**config.mk**
```make
export PLATFORM = sky130hd
export DESIGN_NAME = rcr_cmd_unit
export DESIGN_NICKNAME = d
export VERILOG_FILES = /design/src/rtl/rcr_pkg.sv /design/src/rtl/rcr_strobe_sync.sv /design/src/rtl/rcr_cmd_fsm.sv /design/src/rtl/rcr_field_decode.sv /design/src/rtl/rcr_cmd_unit.sv
export SDC_FILE = /design/constraint.sdc
export NUM_CORES = 1
export LEC_CHECK = 0
export BUFFER_PORTS_ARGS = -buffer_cell sky130_fd_sc_hd__clkbuf_2
export CAP_MARGIN = 0
export CORE_UTILIZATION = 40
export CTS_BUF_LIST = sky130_fd_sc_hd__clkbuf_4 sky130_fd_sc_hd__clkbuf_8
export DETAILED_ROUTE_END_ITERATION = 16
export GPL_TIMING_DRIVEN = 0
export MAX_ROUTING_LAYER = met4
export PLACE_DENSITY_LB_ADDON = 0.1
export SETUP_SLACK_MARGIN = 0.3
export SLEW_MARGIN = 20
export SYNTH_ARGS = -nofsm -noshare
export SYNTH_HDL_FRONTEND = slang
export SYNTH_SLANG_ARGS = --single-unit
```
**constraint.sdc**
```tcl
create_clock -name clk -period 2.75 [get_ports clk]
set_input_delay 0.1375 -clock clk [delete_from_list [all_inputs] [get_ports clk]]
set_output_delay 0.1375 -clock clk [all_outputs]
set_load 0.01 [all_outputs]
```
**src/rtl/rcr_pkg.sv**
```systemverilog
package rcr_pkg;
  localparam int unsigned CFG_W = 16;
  localparam logic [7:0] CMD_SETUP   = 8'h60;
  localparam logic [7:0] CMD_CONFIRM = 8'h03;
  localparam logic [CFG_W-1:0] CFG_RESET = 16'hBBCF;

  // field positions inside the configuration word
  localparam int unsigned MODE_BIT  = 15;
  localparam int unsigned LAT_HI    = 13;
  localparam int unsigned LAT_LO    = 11;
  localparam int unsigned ORDER_BIT = 7;
  localparam int unsigned BLEN_HI   = 2;
  localparam int unsigned BLEN_LO   = 0;

  typedef enum logic {ST_ARRAY = 1'b0, ST_SETUP = 1'b1} cmd_st_t;
endpackage

```
**src/rtl/rcr_strobe_sync.sv**
```systemverilog
module rcr_strobe_sync #(
  parameter int unsigned AW = 16,
  parameter int unsigned DW = 16,
  parameter int unsigned STAGES = 2
) (
  input  logic          clk,
  input  logic          rst_n,
  input  logic          ce_n,
  input  logic          we_n,
  input  logic          adv_n,
  input  logic [AW-1:0] addr,
  input  logic [DW-1:0] data,
  output logic          evt,
  output logic [AW-1:0] evt_addr,
  output logic [DW-1:0] evt_data
);
  localparam int unsigned NCTL = 3; // {adv, we, ce}

  logic [NCTL-1:0] ctl_p [STAGES];
  logic [AW-1:0]   adr_p [STAGES];
  logic [DW-1:0]   dat_p [STAGES];
  logic [NCTL-1:0] ctl_s, ctl_q;
  logic            wr_act, wr_now, wr_was, rise, fire;

  // stage 0 samples the pins; later stages are generated
  always_ff @(posedge clk or negedge rst_n) begin
    if (!rst_n) begin
      ctl_p[0] <= '1;
      adr_p[0] <= '0;
      dat_p[0] <= '0;
    end else begin
      ctl_p[0] <= {adv_n, we_n, ce_n};
      adr_p[0] <= addr;
      dat_p[0] <= data;
    end
  end

  for (genvar g = 1; g < STAGES; g++) begin : g_stage
    always_ff @(posedge clk or negedge rst_n) begin
      if (!rst_n) begin
        ctl_p[g] <= '1;
        adr_p[g] <= '0;
        dat_p[g] <= '0;
      end else begin
        ctl_p[g] <= ctl_p[g-1];
        adr_p[g] <= adr_p[g-1];
        dat_p[g] <= dat_p[g-1];
      end
    end
  end

  assign ctl_s  = ctl_p[STAGES-1];
  assign wr_now = ~ctl_s[0] & ~ctl_s[1];
  assign wr_was = ~ctl_q[0] & ~ctl_q[1];
  assign rise   = |(ctl_s & ~ctl_q);
  assign fire   = wr_act & rise;

  always_ff @(posedge clk or negedge rst_n) begin
    if (!rst_n) begin
      ctl_q    <= '1;
      wr_act   <= 1'b0;
      evt      <= 1'b0;
      evt_addr <= '0;
      evt_data <= '0;
    end else begin
      ctl_q <= ctl_s;
      evt   <= fire;
      if (fire) begin
        wr_act   <= 1'b0;
        evt_addr <= adr_p[STAGES-1];
        evt_data <= dat_p[STAGES-1];
      end else if (wr_now && !wr_was) begin
        wr_act <= 1'b1;
      end
    end
  end
endmodule

```
**src/rtl/rcr_cmd_fsm.sv**
```systemverilog
module rcr_cmd_fsm
  import rcr_pkg::*;
#(
  parameter int unsigned AW = 16,
  parameter int unsigned DW = 16
) (
  input  logic             clk,
  input  logic             rst_n,
  input  logic             evt,
  input  logic [AW-1:0]    evt_addr,
  input  logic [DW-1:0]    evt_data,
  output logic [CFG_W-1:0] cfg,
  output logic             array_rd,
  output logic             err
);
  cmd_st_t    st;
  logic [7:0] code;

  assign code     = evt_data[7:0];
  assign array_rd = (st == ST_ARRAY);

  always_ff @(posedge clk or negedge rst_n) begin
    if (!rst_n) begin
      st  <= ST_ARRAY;
      cfg <= CFG_RESET;
      err <= 1'b0;
    end else if (evt) begin
      unique case (st)
        ST_ARRAY: if (code == CMD_SETUP) begin
          st  <= ST_SETUP;
          err <= 1'b0;
        end
        ST_SETUP: begin
          st <= ST_ARRAY;
          if (code == CMD_CONFIRM) cfg <= evt_addr[CFG_W-1:0];
          else                     err <= 1'b1;
        end
        default: st <= ST_ARRAY;
      endcase
    end
  end
endmodule

```
**src/rtl/rcr_field_decode.sv**
```systemverilog
module rcr_field_decode
  import rcr_pkg::*;
#(
  parameter int unsigned WORDS_W = 5
) (
  input  logic [CFG_W-1:0]   cfg,
  output logic               async_rd,
  output logic [2:0]         lat,
  output logic               order,
  output logic [WORDS_W-1:0] words,
  output logic               cont,
  output logic               len_ok
);
  logic [2:0] code;

  assign async_rd = cfg[MODE_BIT];
  assign lat      = cfg[LAT_HI:LAT_LO];
  assign order    = cfg[ORDER_BIT];
  assign code     = cfg[BLEN_HI:BLEN_LO];

  always_comb begin
    words  = '0;
    cont   = 1'b0;
    len_ok = 1'b1;
    case (code)
      3'b001:  words = WORDS_W'(4);
      3'b010:  words = WORDS_W'(8);
      3'b011:  words = WORDS_W'(16);
      3'b111:  cont  = 1'b1;
      default: len_ok = 1'b0;
    endcase
  end
endmodule

```
**src/rtl/rcr_cmd_unit.sv**
```systemverilog
module rcr_cmd_unit
  import rcr_pkg::*;
#(
  parameter int unsigned AW = 16,
  parameter int unsigned DW = 16,
  parameter int unsigned SYNC_STAGES = 2,
  parameter int unsigned WORDS_W = 5
) (
  input  logic               clk,
  input  logic               rst_n,
  input  logic               ce_n,
  input  logic               we_n,
  input  logic               adv_n,
  input  logic [AW-1:0]      addr,
  input  logic [DW-1:0]      data,
  output logic [CFG_W-1:0]   cfg_q,
  output logic               read_async,
  output logic [2:0]         lat_count,
  output logic               burst_order,
  output logic [WORDS_W-1:0] burst_words,
  output logic               burst_cont,
  output logic               burst_len_ok,
  output logic               array_read,
  output logic               seq_err
);
  logic          cap_evt;
  logic [AW-1:0] cap_addr;
  logic [DW-1:0] cap_data;

  rcr_strobe_sync #(.AW(AW), .DW(DW), .STAGES(SYNC_STAGES)) u_sync (
    .clk(clk), .rst_n(rst_n), .ce_n(ce_n), .we_n(we_n), .adv_n(adv_n),
    .addr(addr), .data(data),
    .evt(cap_evt), .evt_addr(cap_addr), .evt_data(cap_data)
  );

  rcr_cmd_fsm #(.AW(AW), .DW(DW)) u_fsm (
    .clk(clk), .rst_n(rst_n), .evt(cap_evt), .evt_addr(cap_addr),
    .evt_data(cap_data), .cfg(cfg_q), .array_rd(array_read), .err(seq_err)
  );

  rcr_field_decode #(.WORDS_W(WORDS_W)) u_dec (
    .cfg(cfg_q), .async_rd(read_async), .lat(lat_count), .order(burst_order),
    .words(burst_words), .cont(burst_cont), .len_ok(burst_len_ok)
  );
endmodule

```
After elaboration in Yosys (flattened, before gate mapping)
Index checks and enable logic that the tools add are counted.
Word-level totals
  bits in registers: 101
Operators by class
  reductions and logical operators: 7
  muxes and demuxes: 10
  equal/unequal tests: 8
  bitwise gates (word level): 10
Operators by type and width (number)
  one-hot mux 5 bit (3 select lines): 1
  == test 8 x 2 -> 1 bit, second input constant: 1
  == test 8 x 7 -> 1 bit, second input constant: 1
  2-to-1 mux 1 bit: 7
  == test 3 x 2 -> 1 bit, second input constant: 2
  AND reduction 3 bit: 2
  NOT 1 bit: 5
  one-hot mux 1 bit (2 select lines): 2
  OR reduction 4 bit: 1
  bitwise AND 1 bit: 3
  bitwise AND 3 bit: 1
  == test 3 x 1 -> 1 bit, second input constant: 1
  == test 3 bit, second input constant: 1
  NOT 3 bit: 1
  OR reduction 3 bit: 1
  != test 2 x 1 -> 1 bit, second input constant: 1
  != test 2 bit, second input constant: 1
  nonzero test 2 bit: 1
  logical AND 1 bit: 1
  zero test 1 bit: 1

Logic depth before layout (Yosys ltp)
Gate-level depths: netlist of the first run.
  depth in word-level cells: 6
  mapped depth: 4
  gate-level depth less buffers: 3

Hierarchy
A second synthesis of the first run with hierarchy kept.
Second synthesis, totals
  cells, all modules: 210
  area total of the unflattened synthesis: 4037.6 µm²
Modules (own cells, without submodules)
  rcr_strobe_sync: seq. area each 2688.8 µm², times used 1, area an instance 3149.3 µm², cells each 151
  rcr_cmd_fsm: seq. area each 465.4 µm², times used 1, area an instance 793.3 µm², cells each 44
  rcr_field_decode: seq. area each 0.0 µm², times used 1, area an instance 95.1 µm², cells each 15

Least setup slack after synthesis of the first run
No wires, ideal clock.
  path type: register to register
  start point: register u_sync.ctl_p (netlist bit u_sync.ctl_s[1])
  end point: register u_sync.evt_addr[10]
  data required time: 2625 ps
  cell stages (with the launch flop): 5
  data arrival time: 1490 ps
  period minus slack after synthesis: 1614 ps
  slack: 1136 ps
  cell sequence: dfstp_2 > nand2b_1 > a31oi_2 > buf_4 > mux2_2
On the way
  cells in the longest elaborated chain, start to end: 3
RTL lines
  start: declaration: RTL line rcr_strobe_sync.sv:19  | logic [NCTL-1:0] ctl_p [STAGES];
  start signal: indexed assignment: RTL line rcr_strobe_sync.sv:45  | ctl_p[g] <= ctl_p[g-1];
  bitwise AND 3 bit: RTL line rcr_strobe_sync.sv:55  | assign rise = |(ctl_s & ~ctl_q);
  OR reduction 3 bit: RTL line rcr_strobe_sync.sv:55
  bitwise AND 1 bit: RTL line rcr_strobe_sync.sv:56  | assign fire = wr_act & rise;
  end signal: assignment: RTL line rcr_strobe_sync.sv:70  | evt_addr <= adr_p[STAGES-1];
  end: declaration: RTL line rcr_strobe_sync.sv:14  | output logic [AW-1:0] evt_addr,
Every way passes these cells.
A chain may end at the register's enable or synchronous reset.

Worst setup path in the final report of the first run
  start point: register u_sync.ctl_p (netlist bit u_sync.ctl_s[1])
  end point: register u_sync.evt_addr[14]
On the way
  cells in the longest elaborated chain, start to end: 3
RTL lines
  bitwise AND 3 bit: RTL line rcr_strobe_sync.sv:55
  OR reduction 3 bit: RTL line rcr_strobe_sync.sv:55
  bitwise AND 1 bit: RTL line rcr_strobe_sync.sv:56
  net u_sync.fire: RTL line rcr_strobe_sync.sv:23  | logic wr_act, wr_now, wr_was, rise, fire;
The timed path passes the listed nets, and every way through them passes these cells.

==> impl_metrics.tcl, run 1 <==
set metrics [dict create \
    critPathKind "flop to flop" \
    synthCells 177 \
    yosysMostFrequentCell "dfrtp_1" \
    cp.arrival_ps 2050 \
    final_layout_size_suffix_gt1_share_pct 52.7 \
    yosys_warnings 0 \
    synthTopCellsByCount "dfrtp_1 (80), mux2_2 (30), dfstp_2 (21)" \
    cts.root.buffer_cell "clkbuf_8" \
    synth_edf_count 0 \
    syn-cell-area_sq_um 3310 \
    synth_area_leaders "dfrtp_1 (60%), dfstp_2 (17%), mux2_2 (10%)" \
    rsz0062_at_grt "no" \
    min_period_over_period_pct 66.2 \
    switchingPower_mw 0.660 \
    n_fill_cell 652 \
    critPathMaxStageDelay_ps 550 \
    fmax_ghz 0.549 \
    powerDensity_nw_per_um2 691 \
    globalRouteTotalUtil_pct 12.7 \
    synth_compound_area_share_pct 1.10 \
    cts_sinks 101 \
    h-tree-depth 3 \
    irDropWorstVdd_mv 0.372 \
    fin_crit_ps 1820 \
    syn_area_per_cell_sq_um 18.7 \
    synth_top_family_by_area "multiplexers" \
    nets 311 \
    min_path_type "input pin to async pin" \
    grt_pass1_wl_mm 7.91 \
    vias 1671 \
    pwr-share-seq_pct 59.6 \
    seq_area_frac_synth_pct 77.1 \
    die_h_um 93.0 \
    numCtsBuffers 9 \
    muxShareOfSynthArea_pct 15.0 \
    outcome "completed" \
    r2r-end "u_sync.evt_addr[14]$_DFFE_PN0P_" \
    totalWireLength_mm 4.70 \
    swShare_pct 22.5 \
    cts_tree "yes" \
    vias_per_cell 4.39 \
    clkTransAtPathRegs_ps 90 \
    ant_nets 0 \
    insertion_delay_ps 350 \
    cap_violations 0 \
    yosys.area.top_type "dfrtp_1" \
    grt_max_degree 95 \
    syn2layout_area_growth_pct 28.0 \
    drc 0 \
    die-area_sq_um 8650 \
    post_synth_num_cell_types 23 \
    path_max_fanout 10 \
    start_kind "flop" \
    synth_ff_type "dfrtp_1" \
    slowest_stage "dfstp_2" \
    antenna_found_initial 0 \
    rows 32 \
    cts_buffer_depth 2 \
    core_area_sq_um 7850 \
    cp-end-kind "flop" \
    cp_cell_sequence "nand2b_1 -> a31oi_2 -> buf_4 -> mux2_2" \
    synth_seq_cells 101 \
    combPwrFrac_pct 8.9 \
    setup_tns_ps 0 \
    clock_skew_ps 10.9 \
    dieWidth_um 93.0 \
    post_cts_buffers 0 \
    synth_xor_area_share_pct 0 \
    leakagePower_nw 2.01 \
    yosysTopAreaCellShare_pct 60.4 \
    initial_core_util_pct 42.2 \
    setup_viol_count_final 0 \
    numPortBuffers 56 \
    slew_viol_final 0 \
    grt_pass1_vias 1652 \
    io_pins 67 \
    clkPwrFrac_pct 31.4 \
    place_hpwl_mm 2.84 \
    utilization_pct 54.0 \
    grt.overflow.total 0 \
    synth_simple_gate_area_share_pct 4.04 \
    synth-adder-area-share_pct 0 \
    async_flop_share_pct 100 \
    drt-initial-drc-count 38 \
    cp_data_required_time_ps 2980 \
    routedWlPerCell_um 12.3 \
    r2r.worst_path.cells 4 \
    gp_congestion 0.675 \
    hold_viol 0 \
    diodes 0 \
    worstReg2RegStart "u_sync.ctl_s[1]$_DFF_PN1_" \
    firstDrtPassIters 4 \
    p_int_mw 2.27 \
    r2r_slack_ps 930 \
]
==> logic make-up (layout without fill, tap and decap cells) <==
logic type / count (synthesis) / in the layout
AO/OA/AOI/OAI: 4 / 4
buffers and inverters: 12 / 113
other: 1 / 2
flip-flops: 101 / 101
AND/OR/NAND/NOR: 18 / 18
multiplexers: 41 / 41
==> per-stage QoR <==
stage	hold WS (ps)	power [mW]	instances	setup slack, ps	instance area, sq um
after floorplan	-158	1.91	178	1140	3320
after global placement	225	2.00	336	261	3720
after detailed placement	-32.4	2.02	337	930	3760
after CTS	152	2.98	381	889	4240
after global routing	139	3.09	381	820	4240
final	173	2.93	381	930	4240
==> sequential cells by signal (all words and copies together), names as in the netlist <==
register / count
u_fsm.cfg: 16
u_fsm.err: 1
u_fsm.st: 1
u_sync.adr_p: 32
u_sync.ctl_p: 3
u_sync.ctl_q: 3
u_sync.ctl_s: 3
u_sync.dat_p: 16
u_sync.evt: 1
u_sync.evt_addr: 16
u_sync.evt_data: 8
u_sync.wr_act: 1
==> power by group through the flow <==
stage / registers (mW) / clock network (mW) / logic, mW
5_1_grt: 1.78 / 1.03 / 0.289
4_1_cts: 1.75 / 0.962 / 0.269
3_3_place_gp: 1.77 / 0 / 0.222
2_1_floorplan: 1.75 / 0 / 0.159
3_5_place_dp: 1.78 / 0 / 0.236
6_report: 1.75 / 0.922 / 0.261
==> layer usage <==
| metal | global-route usage (%) | vias to the layer above | share of wire (%) |
|---|---|---|---|
| met2 | 19.7 | 37 | 51 |
| li1 | - | 789 | - |
| met1 | 15.0 | 841 | 43 |
| met4 | 5.38 | 0 | 0.85 |
| met3 | 4.72 | 4 | 4.4 |
| met5 | - | - | 0 |
==> worst max-delay path: cells and delay by family (launching register included) <==
family | cells | cell delay, ps
compound gates | 1 | 430
flops | 1 | 550
mux | 1 | 350
simple gates | 1 | 90
buf+inv | 1 | 280
==> how the worst max path moves through the flow <==
| stage | start | endpoint | slack [ps] | cells past startpoint |
|---|---|---|---|---|
| CTS | u_sync.ctl_s[1]$_DFF_PN1_ | u_sync.evt_addr[14]$_DFFE_PN0P_ | 890 | 4 |
| detailed placement | u_sync.ctl_s[1]$_DFF_PN1_ | u_sync.evt_addr[5]$_DFFE_PN0P_ | 930 | 4 |
| global placement | rst_n | u_sync.adr_p[15]$_DFF_PN0_ | 260 | 1 |
| finish | u_sync.ctl_s[1]$_DFF_PN1_ | u_sync.evt_addr[14]$_DFFE_PN0P_ | 930 | 4 |
| floorplan | u_sync.ctl_s[1]$_DFF_PN1_ | u_sync.evt_addr[10]$_DFFE_PN0P_ | 1140 | 4 |
| global route | u_sync.ctl_s[1]$_DFF_PN1_ | u_sync.evt_data[6]$_DFFE_PN0P_ | 820 | 4 |
==> layout make-up <==
| class | count | area (sq um) | area share [%] |
|---|---|---|---|
| plain buffers | 10 | 78.8 | 1.86 |
| clock buffers | 11 | 139 | 3.28 |
| clock inverters | 5 | 60.1 | 1.42 |
| inverters | 2 | 7.51 | 0.177 |
| multi-input cells | 65 | 676 | 15.9 |
| flip-flops and latches | 101 | 2550 | 60.2 |
| well taps | 102 | 128 | 3.01 |
| repair buffers | 85 | 597 | 14.1 |
==> what timing repair did <==
item / in CTS / in global routing
hold endpoints to repair: 107 / 0
resized for setup: 0 / 0
setup endpoints to repair: 0 / 0
hold buffers: 28 / 0
==> cell usage in the layout, fill, tap and decap left out <==
| cell | count |
|---|---|
| clkbuf_8 | 10 |
| mux2_2 | 30 |
| nand4_1 | 1 |
| clkbuf_2 | 55 |
| clkinv_2 | 1 |
| nor4_4 | 1 |
| nand3_1 | 2 |
| conb_1 | 2 |
| inv_6 | 2 |
| nor3b_1 | 2 |
| clkbuf_4 | 2 |
| bufinv_16 | 1 |
| buf_16 | 1 |
| a31oi_2 | 1 |
| buf_6 | 1 |
| and3_1 | 2 |
| mux2i_1 | 1 |
| dfstp_2 | 21 |
| nand2_1 | 1 |
| nand2b_1 | 3 |
| o41ai_1 | 1 |
| buf_4 | 9 |
| a32o_1 | 1 |
| o21ai_0 | 1 |
| dfrtp_1 | 80 |
| nand4_4 | 1 |
| clkinvlp_4 | 1 |
| nor2_1 | 4 |
| nor4bb_1 | 1 |
| inv_1 | 2 |
| dlygate4sd3_1 | 28 |
| mux2_4 | 10 |
Note: power is estimated with default switching activity, not from simulation.
==> run 2, diff against run 1 <==
- clock period: 2.75 -> 1.65 ns (I/O delays scaled with it)
==> run 2 against run 1 <==
  * Total power increased by 75%
  * Count of clock-buffer cells in the layout increased by 2
  * Fmax up 15%
  * Non-clock buffer count rose by 14
  * First-iteration DRC count rose by 29%
  * Combinational power increased by 130%
  * Die area did not move
  * Wire length increased by 16%
  * Clock power grew 71%
  * Critical endpoint is now u_sync.evt_addr[13]$_DFFE_PN0P_
  * Largest cell class unchanged
  * Highest routed layer unchanged
==> impl_metrics.tcl, run 2 (same netlist as run 1, synthesis figures left out) <==
set metrics [dict create \
    clkTransAtPathRegs_ps 90 \
    core_area_sq_um 7850 \
    cap_violations 0 \
    r2r.worst_path.cells 5 \
    h-tree-depth 3 \
    globalRouteTotalUtil_pct 14.0 \
    routed.top_layer "met4" \
    critPathMaxStageDelay_ps 570 \
    initial_core_util_pct 42.2 \
    cp-end-kind "flop" \
    layout_common_cells "dfrtp_1 (80), clkbuf_2 (50), dlygate4sd3_1 (28), mux2_4 (27), dfstp_2 (21)" \
    r2r_slack_ps 70 \
    max_flop_register "u_sync.adr_p" \
    vias 1762 \
    nets 325 \
    ant_nets 0 \
    r2r-end "u_sync.evt_addr[13]$_DFFE_PN0P_" \
    largest_reg_flops 32 \
    leakagePower_nw 2.20 \
    hold_viol 0 \
    worstReg2RegStart "u_sync.ctl_s[1]$_DFF_PN1_" \
    cp_top_family "flip-flops" \
    drt-initial-drc-count 49 \
    min_period_over_period_pct 95.9 \
    place_hpwl_mm 3.08 \
    hold-worst-slack_ps 203 \
    wl_met1_mm 2.58 \
    start_kind "flop" \
    irDropWorstVdd_mv 0.613 \
    final_layout_size_suffix_gt1_share_pct 58.7 \
    insertion_delay_ps 350 \
    fin_crit_ps 1580 \
    cp_cell_sequence "nand2b_4 -> a31oi_4 -> buf_4 -> clkbuf_16 -> mux2_4" \
    grt_max_degree 67 \
    rows 32 \
    die-area_sq_um 8650 \
    numPortBuffers 56 \
    path_buf_inv 2 \
    critPathKind "flop to flop" \
    clock_skew_ps 8.77 \
    path_max_fanout 5 \
    cts_buffer_depth 2 \
    syn2layout_area_growth_pct 38.5 \
    slowest_stage "dfstp_2" \
    dieWidth_um 93.0 \
    utilization_pct 58.5 \
    diodes 0 \
    numCtsBuffers 9 \
    slew_viol_final 0 \
    layout_commonest_cell "dfrtp_1" \
    gp_congestion 0.716 \
    fmax_ghz 0.632 \
    io_pins 67 \
    rsz0062_at_grt "yes" \
    outcome "completed" \
    routed-wl-met3_um 199 \
    cp.arrival_ps 1820 \
    grt_pass1_wl_mm 8.80 \
    setup_viol_count_final 0 \
    min_path_type "input pin to async pin" \
    cp_data_required_time_ps 1890 \
    die_h_um 93.0 \
    antenna_found_initial 0 \
    cts.root.buffer_cell "clkbuf_8" \
    grt_pass1_vias 1789 \
    drc 0 \
    finalPower_mw 5.12 \
    totalWireLength_mm 5.44 \
    wl_met2_mm 2.55 \
    cts_sinks 101 \
    grt.overflow.total 0 \
    firstDrtPassIters 4 \
    routedWlPerCell_um 13.8 \
    cts_tree "yes" \
    vias_per_cell 4.46 \
    powerDensity_nw_per_um2 1120 \
]
==> run 2: layer usage <==
layer / GRT usage [%] / vias up
met5: - / -
met4: 6.15 / 0
met3: 4.39 / 10
met2: 20.4 / 48
met1: 18.1 / 890
li1: - / 814
==> run 2: what timing repair did <==
action,CTS,global route
gates resized for setup,13,20
endpoints found under the setup margin,45,47
hold endpoints to repair,113,0
pin swaps,5,7
hold buffers,28,0
buffers inserted,8,4
gates cloned,1,1
==> run 2: report_power, final <==
part	leakage, nW	internal, mW	total [mW]	switching [mW]
Clock	0.103	0.819	1.58	0.765
Sequential	1.17	2.77	2.93	0.160
Combinational	0.926	0.416	0.607	0.191
==> run 2: how the worst max path moves through the flow <==
stage / from / to / slack [ps] / cells past startpoint
2_1_floorplan: u_sync.evt_data[3]$_DFFE_PN0P_ / u_fsm.cfg[10]$_DFFE_PN0P_ / 120 / 4
3_3_place_gp: rst_n / u_sync.adr_p[24]$_DFF_PN0_ / -760 / 1
3_5_place_dp: u_sync.ctl_s[1]$_DFF_PN1_ / u_sync.evt_data[6]$_DFFE_PN0P_ / -40 / 4
4_1_cts: u_sync.ctl_s[1]$_DFF_PN1_ / u_sync.evt_data[3]$_DFFE_PN0P_ / 50 / 4
5_1_grt: u_sync.ctl_s[1]$_DFF_PN1_ / u_sync.evt_data[3]$_DFFE_PN0P_ / 20 / 5
6_report: u_sync.ctl_s[1]$_DFF_PN1_ / u_sync.evt_addr[13]$_DFFE_PN0P_ / 70 / 5
==> run 2: layout make-up <==
| class | instances | area [sq um] |
|---|---|---|
| tap | 102 | 128 |
| clock inverter | 3 | 45.0 |
| sequential | 101 | 2550 |
| fill | 638 | 3260 |
| inverter | 2 | 7.51 |
| timing repair buffer | 99 | 781 |
| clock buffer | 13 | 166 |
| multi-input combinational | 65 | 803 |
| buffer | 10 | 103 |
==> run 2: stage by stage <==
stage,cell area (sq um),setup WS [ps],setup TNS [ps],instances
2_1_floorplan,3380,123,0,178
4_1_cts,4470,46.4,0,390
6_report,4590,67.1,0,395
3_5_place_dp,3830,-43.4,-456,337
5_1_grt,4590,23.7,0,395
3_3_place_gp,3790,-760,-63880,336
==> run 3, diff against run 2 <==
- CORE_MARGIN: unset -> 2
- CORE_UTILIZATION: 40 -> 33
==> run 3 against run 2 <==
  * First-iteration DRC count is 18% higher
  * Sequential cell count stayed put
  * Fmax is 2.4% higher
  * Via count is 2.7% lower
  * Final area is 0.35% higher
  * Cell count is 7.3% higher
  * Register-to-register slack better by 40 ps
  * Clock skew is 3.7 ps higher
  * Sequential share of layout area is 0.20 points lower
  * Count of clock-buffer cells in the layout is 1 lower
  * Global-route usage is 3.4 points lower
  * Non-clock buffer count is 2 lower
  * Largest power group unchanged
==> impl_metrics.tcl, run 3 (same netlist as run 1, synthesis figures left out) <==
set metrics [dict create \
    path_max_fanout 6 \
    pwr-share-seq_pct 56.8 \
    design_area_sq_um 4600 \
    combPwrFrac_pct 12.6 \
    powerDensity_nw_per_um2 1120 \
    rows 36 \
    layout_common_cells "dfrtp_1 (80), clkbuf_2 (51), mux2_4 (34), dlygate4sd3_1 (28), dfstp_2 (21)" \
    rsz0062_at_grt "yes" \
    r2r.worst_path.cells 5 \
    irDropWorstVdd_mv 0.472 \
    gp_congestion 0.662 \
    vias 1715 \
    syn2layout_area_growth_pct 39.0 \
    vias_per_cell 4.04 \
    drc 0 \
    fmax_ghz 0.647 \
    drt-initial-drc-count 58 \
    largest_reg_flops 32 \
    finalPower_mw 5.16 \
    min_path_type "input pin to async pin" \
    critPathKind "flop to flop" \
    clkPwrFrac_pct 30.7 \
    grt_pass1_wl_mm 8.63 \
    register_area_sq_um 2550 \
    grt_pass1_vias 1695 \
    io_pins 67 \
    insertion_delay_ps 350 \
    numCtsBuffers 9 \
    cp_data_required_time_ps 1880 \
    start_kind "flop" \
    layout_commonest_cell "dfrtp_1" \
    cts_tree "yes" \
    initial_core_util_pct 33.9 \
    cts.root.buffer_cell "clkbuf_8" \
    n_fill_cell 870 \
    final_layout_size_suffix_gt1_share_pct 57.0 \
    fin_crit_ps 1550 \
    slew_viol_final 0 \
    p_int_mw 4.02 \
    core_area_sq_um 9770 \
    diodes 0 \
    hold_viol 0 \
    cp-end-kind "flop" \
    h-tree-depth 3 \
    clkTransAtPathRegs_ps 90 \
    nets 323 \
    swShare_pct 22.1 \
    ant_nets 0 \
    grt.overflow.total 0 \
    outcome "completed" \
    place_hpwl_mm 3.11 \
    setup_viol_count_final 0 \
    placed_area_sq_um 3870 \
    leakagePower_nw 2.21 \
    globalRouteTotalUtil_pct 10.6 \
    grt_max_degree 54 \
    cts_buffer_depth 2 \
    totalWireLength_mm 5.25 \
    min_period_over_period_pct 93.6 \
    switchingPower_mw 1.14 \
    dieWidth_um 104 \
    multi_input_area_sq_um 817 \
    max_flop_register "u_sync.adr_p" \
    clock_skew_ps 12.5 \
    die-area_sq_um 10900 \
    firstDrtPassIters 4 \
    die_h_um 104 \
    cp.arrival_ps 1770 \
    cap_violations 0 \
    antenna_found_initial 0 \
    routedWlPerCell_um 12.4 \
    numPortBuffers 56 \
    cts_sinks 101 \
]
==> run 3: changes by cell type in the layout (fill, tap and decap cells not counted), moves of 2 or more <==
cell      change
buf_6         -5
clkinv_2      +2
mux2_2        -7
mux2_4        +7
nor2_1        +2
nor2_2        -2
==> run 3: path summary, 6_finish.rpt <==
kind	endpoint	start	slack (ps)
worst max-delay path	u_sync.evt_addr[4]$_DFFE_PN0P_	u_sync.ctl_s[2]$_DFF_PN1_	100
worst min-delay path	u_sync.evt_addr[3]$_DFFE_PN0P_	rst_n	250
worst max register to register	u_sync.evt_addr[4]$_DFFE_PN0P_	u_sync.ctl_s[2]$_DFF_PN1_	100
worst min register to register	u_sync.adr_p[0]$_DFF_PN0_	u_sync.adr_p[16]$_DFF_PN0_	350
max in group asynchronous	u_sync.ctl_q[2]$_DFF_PN1_	rst_n	790
min in group clk	u_sync.adr_p[0]$_DFF_PN0_	u_sync.adr_p[16]$_DFF_PN0_	350
==> run 3: final cells by class <==
type                       count  share of cell area [%]
inverter                       2                   0.163
tap                          133                    3.62
multi-input combinational     65                    17.7
timing repair buffer          97                    16.3
sequential                   101                    55.5
clock buffer                  12                    3.45
buffer                        10                    2.23
clock inverter                 4                    1.03
==> run 3: power by group through the flow <==
stage / clock network, mW / logic, mW / registers [mW]
2_1_floorplan: 0 / 0.334 / 2.93
3_3_place_gp: 0 / 0.442 / 2.97
3_5_place_dp: 0 / 0.463 / 2.97
4_1_cts: 1.66 / 0.538 / 2.93
5_1_grt: 1.78 / 0.702 / 2.96
6_report: 1.58 / 0.648 / 2.93
==> run 3: critical path: stages, from the launching register on <==
cell and delay (ps):
dfstp_2 570, nand2b_4 60, a31oi_4 200, buf_12 160, clkbuf_16 150, mux2_4 290
==> run 3: through the flow <==
step | std cells | TNS [ps] | hold slack (ps) | worst slack [ps] | util (%)
after floorplan | 178 | 0 | -213 | 123 | -
after global placement | 367 | -71620 | 170 | -836 | 39.2
after detailed placement | 368 | -712 | 64.6 | -64.4 | 39.6
after CTS | 418 | 0 | 237 | 79.3 | 45.4
after global routing | 424 | 0 | 269 | 54.6 | 47.1
final | 424 | 0 | 252 | 105 | 47.1
==> run 3: per-layer routing <==
metal,vias to the layer above,global-route usage [%],routed length [um]
met3,6,3.20,203
met5,-,-,0
met2,46,14.4,2400
met4,0,5.50,91
met1,853,14.3,2550
li1,810,-,-
==> run 3: repair_timing <==
action / CTS / global route
setup endpoints to repair: 43 / 46
pin swaps: 3 / 4
buffers inserted: 6 / 4
hold endpoints to repair: 75 / 0
hold buffers: 28 / 0
gates cloned: 0 / 2
gates resized for setup: 8 / 23
